==> src/rtl/cw_pkg.sv <==
package cw_pkg;
    typedef enum logic [1:0] {
        ST_IDLE    = 2'd0,
        ST_COLLECT = 2'd1,
        ST_COMMIT  = 2'd2,
        ST_HOLD    = 2'd3
    } cw_state_e;
endpackage

==> src/rtl/cw_page_buf.sv <==
module cw_page_buf #(
    parameter int PAGE_BYTES = 8,
    parameter int DATA_W     = 8,
    localparam int OFF_W     = $clog2(PAGE_BYTES)
) (
    input  logic              clk,
    input  logic              rst_n,
    input  logic              clr,
    input  logic              wr_en,
    input  logic [OFF_W-1:0]  wr_idx,
    input  logic [DATA_W-1:0] wr_data,
    input  logic [OFF_W-1:0]  rd_idx,
    output logic [DATA_W-1:0] rd_data,
    output logic              rd_valid,
    output logic              any_valid
);
    logic [DATA_W-1:0]     slot_data [PAGE_BYTES];
    logic [PAGE_BYTES-1:0] slot_vld;

    for (genvar g = 0; g < PAGE_BYTES; g++) begin : g_slot
        always_ff @(posedge clk or negedge rst_n) begin
            if (!rst_n) begin
                slot_data[g] <= '0;
                slot_vld[g]  <= 1'b0;
            end else if (clr) begin
                slot_vld[g]  <= 1'b0;
            end else if (wr_en && (wr_idx == OFF_W'(g))) begin
                slot_data[g] <= wr_data;
                slot_vld[g]  <= 1'b1;
            end
        end
    end

    assign rd_data   = slot_data[rd_idx];
    assign rd_valid  = slot_vld[rd_idx];
    assign any_valid = |slot_vld;
endmodule

==> src/rtl/cw_hold_timer.sv <==
module cw_hold_timer #(
    parameter int BUSY_CYCLES = 1000000,
    localparam int CNT_W      = (BUSY_CYCLES < 2) ? 1 : $clog2(BUSY_CYCLES)
) (
    input  logic clk,
    input  logic rst_n,
    input  logic start,
    output logic done
);
    localparam logic [CNT_W-1:0] LAST_CNT = CNT_W'(BUSY_CYCLES - 1);

    logic             run_q;
    logic [CNT_W-1:0] cnt_q;

    always_ff @(posedge clk or negedge rst_n) begin
        if (!rst_n) begin
            run_q <= 1'b0;
            cnt_q <= '0;
        end else if (start) begin
            run_q <= 1'b1;
            cnt_q <= '0;
        end else if (run_q) begin
            if (cnt_q == LAST_CNT) begin
                run_q <= 1'b0;
            end else begin
                cnt_q <= cnt_q + 1'b1;
            end
        end
    end

    assign done = run_q && (cnt_q == LAST_CNT);
endmodule

==> src/rtl/cw_page_commit.sv <==
module cw_page_commit
    import cw_pkg::*;
#(
    parameter int ADDR_W      = 8,
    parameter int DATA_W      = 8,
    parameter int PAGE_BYTES  = 8,
    parameter int BUSY_CYCLES = 1000000
) (
    input  logic              clk,
    input  logic              rst_n,
    input  logic              addr_load,
    input  logic [ADDR_W-1:0] start_addr,
    input  logic              byte_stb,
    input  logic [DATA_W-1:0] byte_data,
    input  logic              start_evt,
    input  logic              stop_evt,
    input  logic              wp,
    output logic              busy,
    output logic              mem_we,
    output logic [ADDR_W-1:0] mem_addr,
    output logic [DATA_W-1:0] mem_wdata
);
    localparam int OFF_W  = $clog2(PAGE_BYTES);
    localparam int PAGE_W = ADDR_W - OFF_W;
    localparam logic [OFF_W-1:0] LAST_SLOT = OFF_W'(PAGE_BYTES - 1);

    cw_state_e         state_q, state_d;
    logic [PAGE_W-1:0] page_q;
    logic [OFF_W-1:0]  off_q;
    logic [OFF_W-1:0]  scan_q;

    logic              buf_clr, buf_wr, buf_vld, buf_any;
    logic [DATA_W-1:0] buf_rd;
    logic              hold_start, hold_done;
    logic              do_load;

    cw_page_buf #(.PAGE_BYTES(PAGE_BYTES), .DATA_W(DATA_W)) buf_i (
        .clk       (clk),
        .rst_n     (rst_n),
        .clr       (buf_clr),
        .wr_en     (buf_wr),
        .wr_idx    (off_q),
        .wr_data   (byte_data),
        .rd_idx    (scan_q),
        .rd_data   (buf_rd),
        .rd_valid  (buf_vld),
        .any_valid (buf_any)
    );

    cw_hold_timer #(.BUSY_CYCLES(BUSY_CYCLES)) tmr_i (
        .clk   (clk),
        .rst_n (rst_n),
        .start (hold_start),
        .done  (hold_done)
    );

    // next-state logic
    always_comb begin
        state_d = state_q;
        unique case (state_q)
            ST_IDLE: begin
                if (addr_load) state_d = ST_COLLECT;
            end
            ST_COLLECT: begin
                if (stop_evt) begin
                    state_d = (buf_any && !wp) ? ST_COMMIT : ST_IDLE;
                end else if (start_evt) begin
                    state_d = ST_IDLE;
                end
            end
            ST_COMMIT: begin
                if (scan_q == LAST_SLOT) state_d = ST_HOLD;
            end
            ST_HOLD: begin
                if (hold_done) state_d = ST_IDLE;
            end
            default: state_d = ST_IDLE;
        endcase
    end

    // state register and datapath registers
    always_ff @(posedge clk or negedge rst_n) begin
        if (!rst_n) begin
            state_q <= ST_IDLE;
            page_q  <= '0;
            off_q   <= '0;
            scan_q  <= '0;
        end else begin
            state_q <= state_d;
            if (do_load) begin
                page_q <= start_addr[ADDR_W-1:OFF_W];
                off_q  <= start_addr[OFF_W-1:0];
            end else if (buf_wr) begin
                off_q  <= (off_q == LAST_SLOT) ? '0 : off_q + 1'b1;
            end
            if (state_q == ST_COMMIT) begin
                scan_q <= (scan_q == LAST_SLOT) ? '0 : scan_q + 1'b1;
            end else begin
                scan_q <= '0;
            end
        end
    end

    // outputs and strobes
    always_comb begin
        busy       = 1'b0;
        mem_we     = 1'b0;
        buf_clr    = 1'b0;
        buf_wr     = 1'b0;
        do_load    = 1'b0;
        hold_start = 1'b0;
        mem_addr   = {page_q, scan_q};
        mem_wdata  = buf_rd;
        unique case (state_q)
            ST_IDLE: begin
                if (addr_load) begin
                    do_load = 1'b1;
                    buf_clr = 1'b1;
                end
            end
            ST_COLLECT: begin
                if (stop_evt) begin
                    buf_clr = !(buf_any && !wp);
                end else if (start_evt) begin
                    buf_clr = 1'b1;
                end else if (addr_load) begin
                    do_load = 1'b1;
                    buf_clr = 1'b1;
                end else if (byte_stb) begin
                    buf_wr  = 1'b1;
                end
            end
            ST_COMMIT: begin
                busy   = 1'b1;
                mem_we = buf_vld;
                if (scan_q == LAST_SLOT) begin
                    buf_clr    = 1'b1;
                    hold_start = 1'b1;
                end
            end
            ST_HOLD: begin
                busy = 1'b1;
            end
            default: ;
        endcase
    end
endmodule

==> config.mk <==
export PLATFORM = sky130hd
export DESIGN_NAME = cw_page_commit
export DESIGN_NICKNAME = d
export VERILOG_FILES = /design/src/rtl/cw_pkg.sv /design/src/rtl/cw_page_buf.sv /design/src/rtl/cw_hold_timer.sv /design/src/rtl/cw_page_commit.sv
export SDC_FILE = /design/constraint.sdc
export NUM_CORES = 1
export LEC_CHECK = 0
export BUFFER_PORTS_ARGS = -buffer_cell sky130_fd_sc_hd__buf_2
export CORE_ASPECT_RATIO = 1.5
export CORE_MARGIN = 3
export CORE_UTILIZATION = 54
export CTS_CLUSTER_DIAMETER = 40
export DETAILED_ROUTE_END_ITERATION = 10
export PLACE_DENSITY = 0.75
export SYNTH_ARGS = -nofsm -noshare
export SYNTH_HDL_FRONTEND = slang
export SYNTH_SLANG_ARGS = --single-unit
==> constraint.sdc <==
create_clock -name clk -period 2.1 [get_ports clk]
set_input_delay 0.315 -clock clk [delete_from_list [all_inputs] [get_ports clk]]
set_output_delay 0.315 -clock clk [all_outputs]
set_load 0.01 [all_outputs]
==> Yosys cells after proc, flatten, opt, wreduce, memory -nomap -nowiden <==
Index checks and enable logic that the tools add are counted.
{ "word_totals": {"ff_bits": 106, "word_cells": 137} }
{ "classes": {"add_sub_neg": 3, "order_cmp": 2, "eq_ne": 17, "n_mux": 55, "bitwise": 2, "n_reduce_logical": 36} }
{ "op_table": {"columns": ["operator", "count"], "rows": [
  ["20-bit two-way mux", 3],
  ["1-bit two-way mux", 34],
  ["8-bit binary-select mux with 3-bit select", 1],
  ["20-bit by 1-bit adder with 20-bit output, second input constant", 1],
  ["20-bit == test, second input constant", 1],
  ["2-bit nonzero test", 10],
  ["2-bit AND reduction", 9],
  ["8-bit two-way mux", 2],
  ["3-bit == test, second input constant", 5],
  ["3-bit two-way mux", 5],
  ["2-bit two-way mux", 6],
  ["1-bit logical AND", 10],
  ["2-bit one-hot mux with 4 select lines", 1],
  ["8-bit OR reduction", 1],
  ["3-bit by 1-bit adder with 3-bit output, second input constant", 2],
  ["3-bit by 2-bit == test with 1-bit output, second input constant", 2],
  ["2-bit inequality test, second input constant", 3],
  ["2-bit == test, second input constant", 2],
  ["4-bit greater-or-equal comparator, second input constant", 1],
  ["3-bit by 4-bit less-than comparator with 1-bit output, second input constant", 1],
  ["3-bit inverter with 4-bit output", 1],
  ["4-bit AND reduction", 1],
  ["1-bit binary-select mux with 3-bit select", 1],
  ["3-bit by 1-bit == test with 1-bit output, second input constant", 1],
  ["10 further kinds", 11]
]} }

==> Depth between registers and ports, before layout <==
Gate-level depths: netlist of run 1.
{ "logic_depth": {"ltp_word": 8, "ltp_mapped": 7} }

==> Hierarchy <==
From an unflattened synthesis of run 1, not the netlist that was laid out.
{ "unflattened": {"cells_unflattened": 380, "hier_area_um2": 5253.8} }
{ "by_module_without_submodules": {"columns": ["module", "instances", "cells_each", "area_per_inst_um2"], "rows": [
  ["cw_page_buf", 1, 198, 3384.5],
  ["cw_hold_timer", 1, 125, 1208.7],
  ["cw_page_commit", 1, 57, 660.6]
]} }

==> Least setup slack after synthesis of run 1 <==
Ideal clock, no wire load.
{ "synth_path": {"path_type": "register to output", "from": "register scan_q[0]", "to": "output mem_wdata[0]", "arrival_time_ns": 1.807, "setup_slack_ns": -0.022, "stages_incl_launch_ff": 5, "n_path_buf": 2, "path_cell_list": "dfrtp_1 > buf_2 > buf_2 > mux4_2 > mux2_2"} }
{ "synth_between": {"elab_chain_len": 4} }
{ "synth_lines": {"columns": ["element", "line", "source"], "rows": [
  ["from (decl)", "cw_page_commit.sv:30", "logic [OFF_W-1:0] scan_q;"],
  ["from (signal assigned)", "cw_page_commit.sv:97", "scan_q <= (scan_q == LAST_SLOT) ? '0 : scan_q + 1'b1;"],
  ["3-bit inverter with 4-bit output (not written as such)", "cw_page_buf.sv:34", "assign rd_data = slot_data[rd_idx];"],
  ["8-bit binary-select mux with 3-bit select", "cw_page_buf.sv:34", null],
  ["8-bit two-way mux (not written as such) (2 in a row)", "cw_page_buf.sv:34", null],
  ["to (decl)", "cw_page_commit.sv:21", "output logic [DATA_W-1:0] mem_wdata"]
]} }
Every way passes these cells. The select of a mux whose other input is x is not followed.

==> Worst setup path in the final report of run 1 <==
{ "layout_path": {"from": "register scan_q[0]", "to": "output mem_wdata[4]"} }
The elaborated chain is that of the path after synthesis.

==> results_dict.tcl, run 1 <==
set metrics [dict create \
    status "finished, violations left" \
    violations_in_the_final_reports "negative setup slack" \
    iteration_count_of_the_initial_detailed_routing_pass 4 \
    post_synth_instance_area_mm2 0.00507 \
    syn_avg_cell_area_um2 12.9 \
    cts-buffers-inserted 9 \
    grt_setup_unrepaired "true" \
    std_cell_rows 42 \
    postSynth.topFlopCell "dfrtp_1" \
    final_nets 481 \
    achievable-frequency_ghz 0.452 \
    timing_max_transition_violations_final 0 \
    coreArea_mm2 0.00899 \
    critPathRequiredTime_ps 1780 \
    p_leak_uw 0.00290 \
    critPathLaunchType "flop" \
    synthAdderAreaFrac 0.0222 \
    detailed_place.area_mm2 0.00546 \
    final_antenna_net_count 0 \
    period_minus_slack_ps 2210 \
    layout-drive-gt1-share 0.412 \
    timing.clock.skew_ps 8.32 \
    grt_pass1_vias 3521 \
    area_growth_syn_to_layout_pct 17.0 \
    synthesis.instances 392 \
    grt_util_all_layers 0.220 \
    drt-initial-drc-count 123 \
    worst_ir_drop_vdd_mv 0.692 \
    gpl.final_weighted_congestion 0.838 \
    cts_root_buf "clkbuf_16" \
    path_clk_slew_ps 70 \
    initial_utilization 0.564 \
    antenna_violations_before_repair 0 \
    synth_top_family_by_area "multiplexers" \
    min_path_type "in -> reg" \
    area.sequential_mm2 0.00265 \
    critical_path_peak_fanout 6 \
    fin_setup_tns_ps -832 \
    async_reset_ff_frac 1.00 \
    synthSimpleGateAreaFrac 0.133 \
    vias_per_cell 5.92 \
    timing.max_cap.violations 0 \
    n_fill_cell 654 \
    wire_length_of_the_first_global_routing_pass_mm 17.9 \
    maximum_clock_path_buffer_count 2 \
    finalInstanceArea_mm2 0.00593 \
    worst_slew_pin_slew_ps 427 \
    setup.worst_path.end_class "output pin" \
    tritoncts_clock_tree "built" \
    synthXorXnorAreaFrac 0.0156 \
    net_count_after_synthesis 424 \
    hold_slack_ps 150 \
    wirelength_mm 10.8 \
    drt_drc_violations_left 0 \
    ys_types 54 \
    die_x_um 85.1 \
    die_height_um 125 \
    place_hpwl_mm 7.27 \
    global_route.overflow_total 0 \
    route.detailed.wl_per_inst_um 19.1 \
    synth_sequential_area_ratio 0.524 \
    power.density_mw_per_mm2 995 \
    synth-compound-area-share 0.0420 \
    final-setup-viol-count 9 \
    timing_worst_setup_path_type "reg -> out" \
    pin_count 41 \
    total_number_of_yosys_warnings 0 \
    multiInputGateArea_mm2 0.00235 \
    clk_latency_ps 350 \
    cts.sink_count 106 \
    postSynthRegisterBits 106 \
    buffer_ports.inserted 40 \
    max_slew_margin_vs_limit 0.712 \
    dieArea_mm2 0.0106 \
    pin_count_of_the_biggest_net_entering_global_routing 47 \
    finalWorstSetupSlack_ps -110 \
    insertedDiodeCount 0 \
    synth-edff-count 0 \
    synth.area.mux_share 0.244 \
    layout_worst_path_cycle_share 1.05 \
    ctsHtreeMaxLevel 3 \
    detailroute.via_count 3340 \
    post-route-util 0.659 \
    timing_hold_violations_final 0 \
    arrival_ps 1900 \
]
sequential cells by signal, indices dropped and copies added (netlist names), named ones only:
register         cells
buf_i.slot_data     64
buf_i.slot_vld       8
off_q                3
page_q               5
scan_q               3
state_q              1
tmr_i.cnt_q         20
tmr_i.run_q          1
synth_stat cells (3+ instances only):
library cell	n	area [um^2]
inv_1	5	18.8
nor4_1	4	25.0
nand3_2	3	30.0
clkbuf_1	5	18.8
mux4_2	18	405
nand2b_1	4	25.0
nor2_1	16	60.1
and2_1	3	18.8
dfrtp_1	106	2650
nor3_1	7	35.0
mux2_2	72	811
buf_2	6	30.0
xor2_1	6	52.6
nand4_1	4	25.0
ha_1	9	113
xnor2_1	3	26.3
o21ai_0	7	35.0
nand2_1	46	173
nand2_2	5	31.3
nand3_1	9	45.0
a21oi_1	11	55.1
per-layer routing:
layer | global-route usage | wire length (um) | vias to the layer above
met4 | 0.109 | 282 | 0
met1 | 0.265 | 4220 | 1704
met2 | 0.383 | 5860 | 69
met3 | 0.0245 | 398 | 21
met5 | 0 | 0 | -
li1 | - | - | 1546
power by group:
part           leakage [uW]  internal [uW]  switching (uW)
sequential          0.00145           2420             230
combinational       0.00132            943             680
clock              0.000139            826             793
worst paths after layout:
| kind | from | to | slack [ps] | depth (start not counted) |
|---|---|---|---|---|
| setup / recovery | scan_q[0] | mem_wdata[4] | -110 | 5 |
| hold / removal | start_addr[5] | page_q[2] | 150 | 3 |
| setup reg to reg | scan_q[0] | tmr_i.cnt_q[5] | 150 | 8 |
| hold reg to reg | page_q[4] | page_q[4] | 480 | 2 |
| max in group asynchronous | rst_n | buf_i.slot_data[45] | 1060 | 3 |
| min in group asynchronous | rst_n | page_q[0] | 420 | 2 |
per-stage QoR:
| step | total power (uW) | setup slack, ps | instances |
|---|---|---|---|
| after floorplan | 3600 | 59.0 | 392 |
| after global placement | 4010 | 249 | 542 |
| after detailed placement | 4070 | 158 | 542 |
| after CTS | 5920 | -108 | 564 |
| after global routing | 6200 | -176 | 564 |
| final | 5900 | -110 | 564 |
critical path, cell delays in order (launching register included):
cell and delay, ps:
dfrtp_1 370, buf_6 140, buf_12 130, mux4_2 510, mux2_4 280, buf_6 120
final cells by class:
| class | instances | share of cell area |
|---|---|---|
| flip-flops and latches | 106 | 0.448 |
| multi-input cells | 266 | 0.396 |
| repair buffers | 61 | 0.0819 |
| clock buffers | 9 | 0.0380 |
| well taps | 110 | 0.0232 |
| clock inverters | 7 | 0.00992 |
| inverters | 5 | 0.00317 |
what timing repair did:
action | CTS | global route
endpoints found under the hold margin | 23 | 0
hold buffers | 1 | 0
gates resized for setup | 16 | 5
gates cloned | 2 | 0
setup buffers | 3 | 0
endpoints found under the setup margin | 8 | 10
cell usage in the layout, fill, tap and decap left out, drive strengths merged, types with 6 or more instances in the layout:
cell	count
inv	9
mux2	72
nand2	51
o21ai	8
nand4	6
nor3	7
xor2	6
mux4	18
buf	60
a21oi	12
nand3	12
ha	9
clkbuf	9
nor2	17
dfrtp	106
cells by family after synthesis:
group / after synthesis
AND/OR/NAND/NOR: 123
flip-flops: 106
multiplexers: 92
AO/OA/AOI/OAI: 33
buffers and inverters: 20
XOR/XNOR: 9
adder cells (fa/ha/maj): 9
Power figures use the tool's default switching activity.
==> run 2, diff against run 1 <==
Settings changed: BUFFER_PORTS_ARGS -buffer_cell sky130_fd_sc_hd__buf_2 to unset, CORE_UTILIZATION 54 to 55, DONT_BUFFER_PORTS set to 1, PLACE_DENSITY 0.75 to 0.72.
==> run 2 against run 1 <==
The run ends with negative hold slack left; maximum frequency up 6.2%; sequential power grew 2%; combinational power down 23%; critical endpoint is now mem_wdata[6]; highest routed layer unchanged.
==> results_dict.tcl, run 2 (synthesized netlist as in run 1, its figures left out) <==
set metrics [dict create \
    pin_count_of_the_biggest_net_entering_global_routing 107 \
    timing_hold_violations_final 106 \
    timing.clock.skew_ps 5.29 \
    maximum_clock_path_buffer_count 2 \
    cell_at_the_slowest_stage_of_the_critical_path "mux4_2" \
    layout_worst_path_cycle_share 0.991 \
    detailed_place.area_mm2 0.00522 \
    most_frequent_standard_cell_in_the_layout_excluding_fill_and_tap_cells "dfrtp_1" \
    dieArea_mm2 0.0104 \
    tritoncts_clock_tree "built" \
    grt_util_met1 0.242 \
    timing_worst_setup_path_type "reg -> out" \
    die_height_um 124 \
    mostFrequentLayoutCells "dfrtp_1 (105), mux2_2 (64), nand2_1 (46), mux4_2 (18), nor2_1 (16)" \
    status "finished, violations left" \
    critPathLaunchType "flop" \
    min_path_type "in -> async" \
    critical-path-top-delay-family "multiplexers" \
    wirelength_mm 10.5 \
    pin_count 41 \
    crit_chain "buf_12 -> mux4_2 -> mux2_4" \
    finalInstanceArea_mm2 0.00559 \
    insertedDiodeCount 0 \
    max_slew_margin_vs_limit 0.567 \
    critPathRequiredTime_ps 1780 \
    grt_setup_unrepaired "true" \
    place_hpwl_mm 6.98 \
    antenna_violations_before_repair 0 \
    clk_latency_ps 340 \
    critical_path_peak_fanout 8 \
    violations_in_the_final_reports "negative hold slack" \
    wire_length_of_the_first_global_routing_pass_mm 16.9 \
    hold_slack_ps -339 \
    grt_util_all_layers 0.213 \
    vias_per_cell 6.09 \
    cts.sink_count 106 \
    n_fill_cell 648 \
    achievable-frequency_ghz 0.480 \
    buffer_ports.inserted 0 \
    drt_drc_violations_left 0 \
    timing.max_cap.violations 0 \
    die_x_um 84.4 \
    worst_ir_drop_vdd_mv 0.552 \
    ctsHtreeMaxLevel 3 \
    cts-buffers-inserted 9 \
    final_antenna_net_count 0 \
    route.detailed.wl_per_inst_um 20.3 \
    drt-initial-drc-count 159 \
    global_route.overflow_total 0 \
    biggestRegsByFlops "buf_i.slot_data: 64 flops, tmr_i.cnt_q: 20 flops, buf_i.slot_vld: 8 flops" \
    grt.met2_usage 0.393 \
    global_routing_met3_resource_utilization 0.0433 \
    timing_max_transition_violations_final 0 \
    layout-drive-gt1-share 0.340 \
    path_clk_slew_ps 70 \
    path_buf_inv 1 \
    area_growth_syn_to_layout_pct 10.3 \
    largest_register_ff_count 64 \
    slowest_delay_ps 510 \
    iteration_count_of_the_initial_detailed_routing_pass 4 \
    gpl.final_weighted_congestion 0.828 \
    cts_root_buf "clkbuf_16" \
    arrival_ps 1770 \
    grt-busiest-layer "met2" \
    coreArea_mm2 0.00888 \
    grt_pass1_vias 3370 \
    setup.worst_path.end_class "output pin" \
    final-setup-viol-count 0 \
    initial_utilization 0.570 \
    std_cell_rows 42 \
    detailroute.via_count 3140 \
    largest_register "buf_i.slot_data" \
    period_minus_slack_ps 2080 \
    p_leak_uw 0.00267 \
    power.density_mw_per_mm2 990 \
    final_nets 434 \
    worst_slew_pin_slew_ps 649 \
]
## run 2: cell count changes in the layout (fill, tap and decap cells not counted), moves of 2 or more
cell      delta
buf_2       -31
buf_6       -10
inv_6        -3
clkbuf_8     +2
buf_16       -2
buf_4        -5
## run 2: layer usage
metal / routed length [um] / up-vias
met3: 346 / 17
met5: 0 / -
li1: - / 1444
met1: 4190 / 1636
met2: 5700 / 43
met4: 235 / 0
## run 2: metrics by stage
stage | setup WS (ps) | total power [uW] | setup TNS, ps | std cells | util
floorplan | 59.0 | 3600 | 0 | 392 | -
global placement | 301 | 3820 | 0 | 498 | 0.587
detailed placement | 248 | 3890 | 0 | 498 | 0.587
CTS | 7.15 | 5490 | 0 | 513 | 0.620
global route | -44.5 | 5820 | -200 | 516 | 0.629
finish | 17.9 | 5530 | 0 | 516 | 0.629
## run 2: power by group
| part | leakage, uW | total (uW) | switching, uW | internal, uW |
|---|---|---|---|---|
| Sequential | 0.00145 | 2700 | 268 | 2430 |
| Clock | 0.000135 | 1590 | 720 | 867 |
| Combinational | 0.00109 | 1250 | 524 | 725 |
## run 2: timing repair
item	CTS	global route
hold endpoints to repair	106	106
resized for setup	3	11
gates cloned	0	1
pin swaps	0	0
setup buffers	0	2
endpoints found under the setup margin	4	9
## run 2: worst register-to-register path, delay by kind of cell, from the launching register on
family / cells / cell delay (ps)
DFF: 1 / 460
buffers and inverters: 1 / 180
adders and majority gates: 2 / 430
AOI/OAI and AO/OA: 1 / 370
and+or+nand+nor: 3 / 390
## run 2: path summary, 6_finish.rpt
path	startpoint	end	slack, ps	cells after the start
worst max register to register	scan_q[0]	buf_i.slot_vld[6]	190	7
worst max-delay path	scan_q[0]	mem_wdata[6]	20	3
max in group asynchronous	rst_n	scan_q[0]	2310	0
min in group clk	start_addr[6]	page_q[3]	80	2
worst min-delay path	rst_n	page_q[2]	-340	0
worst min register to register	buf_i.slot_data[33]	buf_i.slot_data[33]	500	1
## run 2: layout make-up
type	instances	area, um^2	area share
repair buffers	14	155	0.0278
clock buffers	12	256	0.0459
clock inverters	3	25.0	0.00448
inverters	5	18.8	0.00336
flip-flops and latches	106	2650	0.475
well taps	110	138	0.0246
multi-input cells	266	2340	0.419
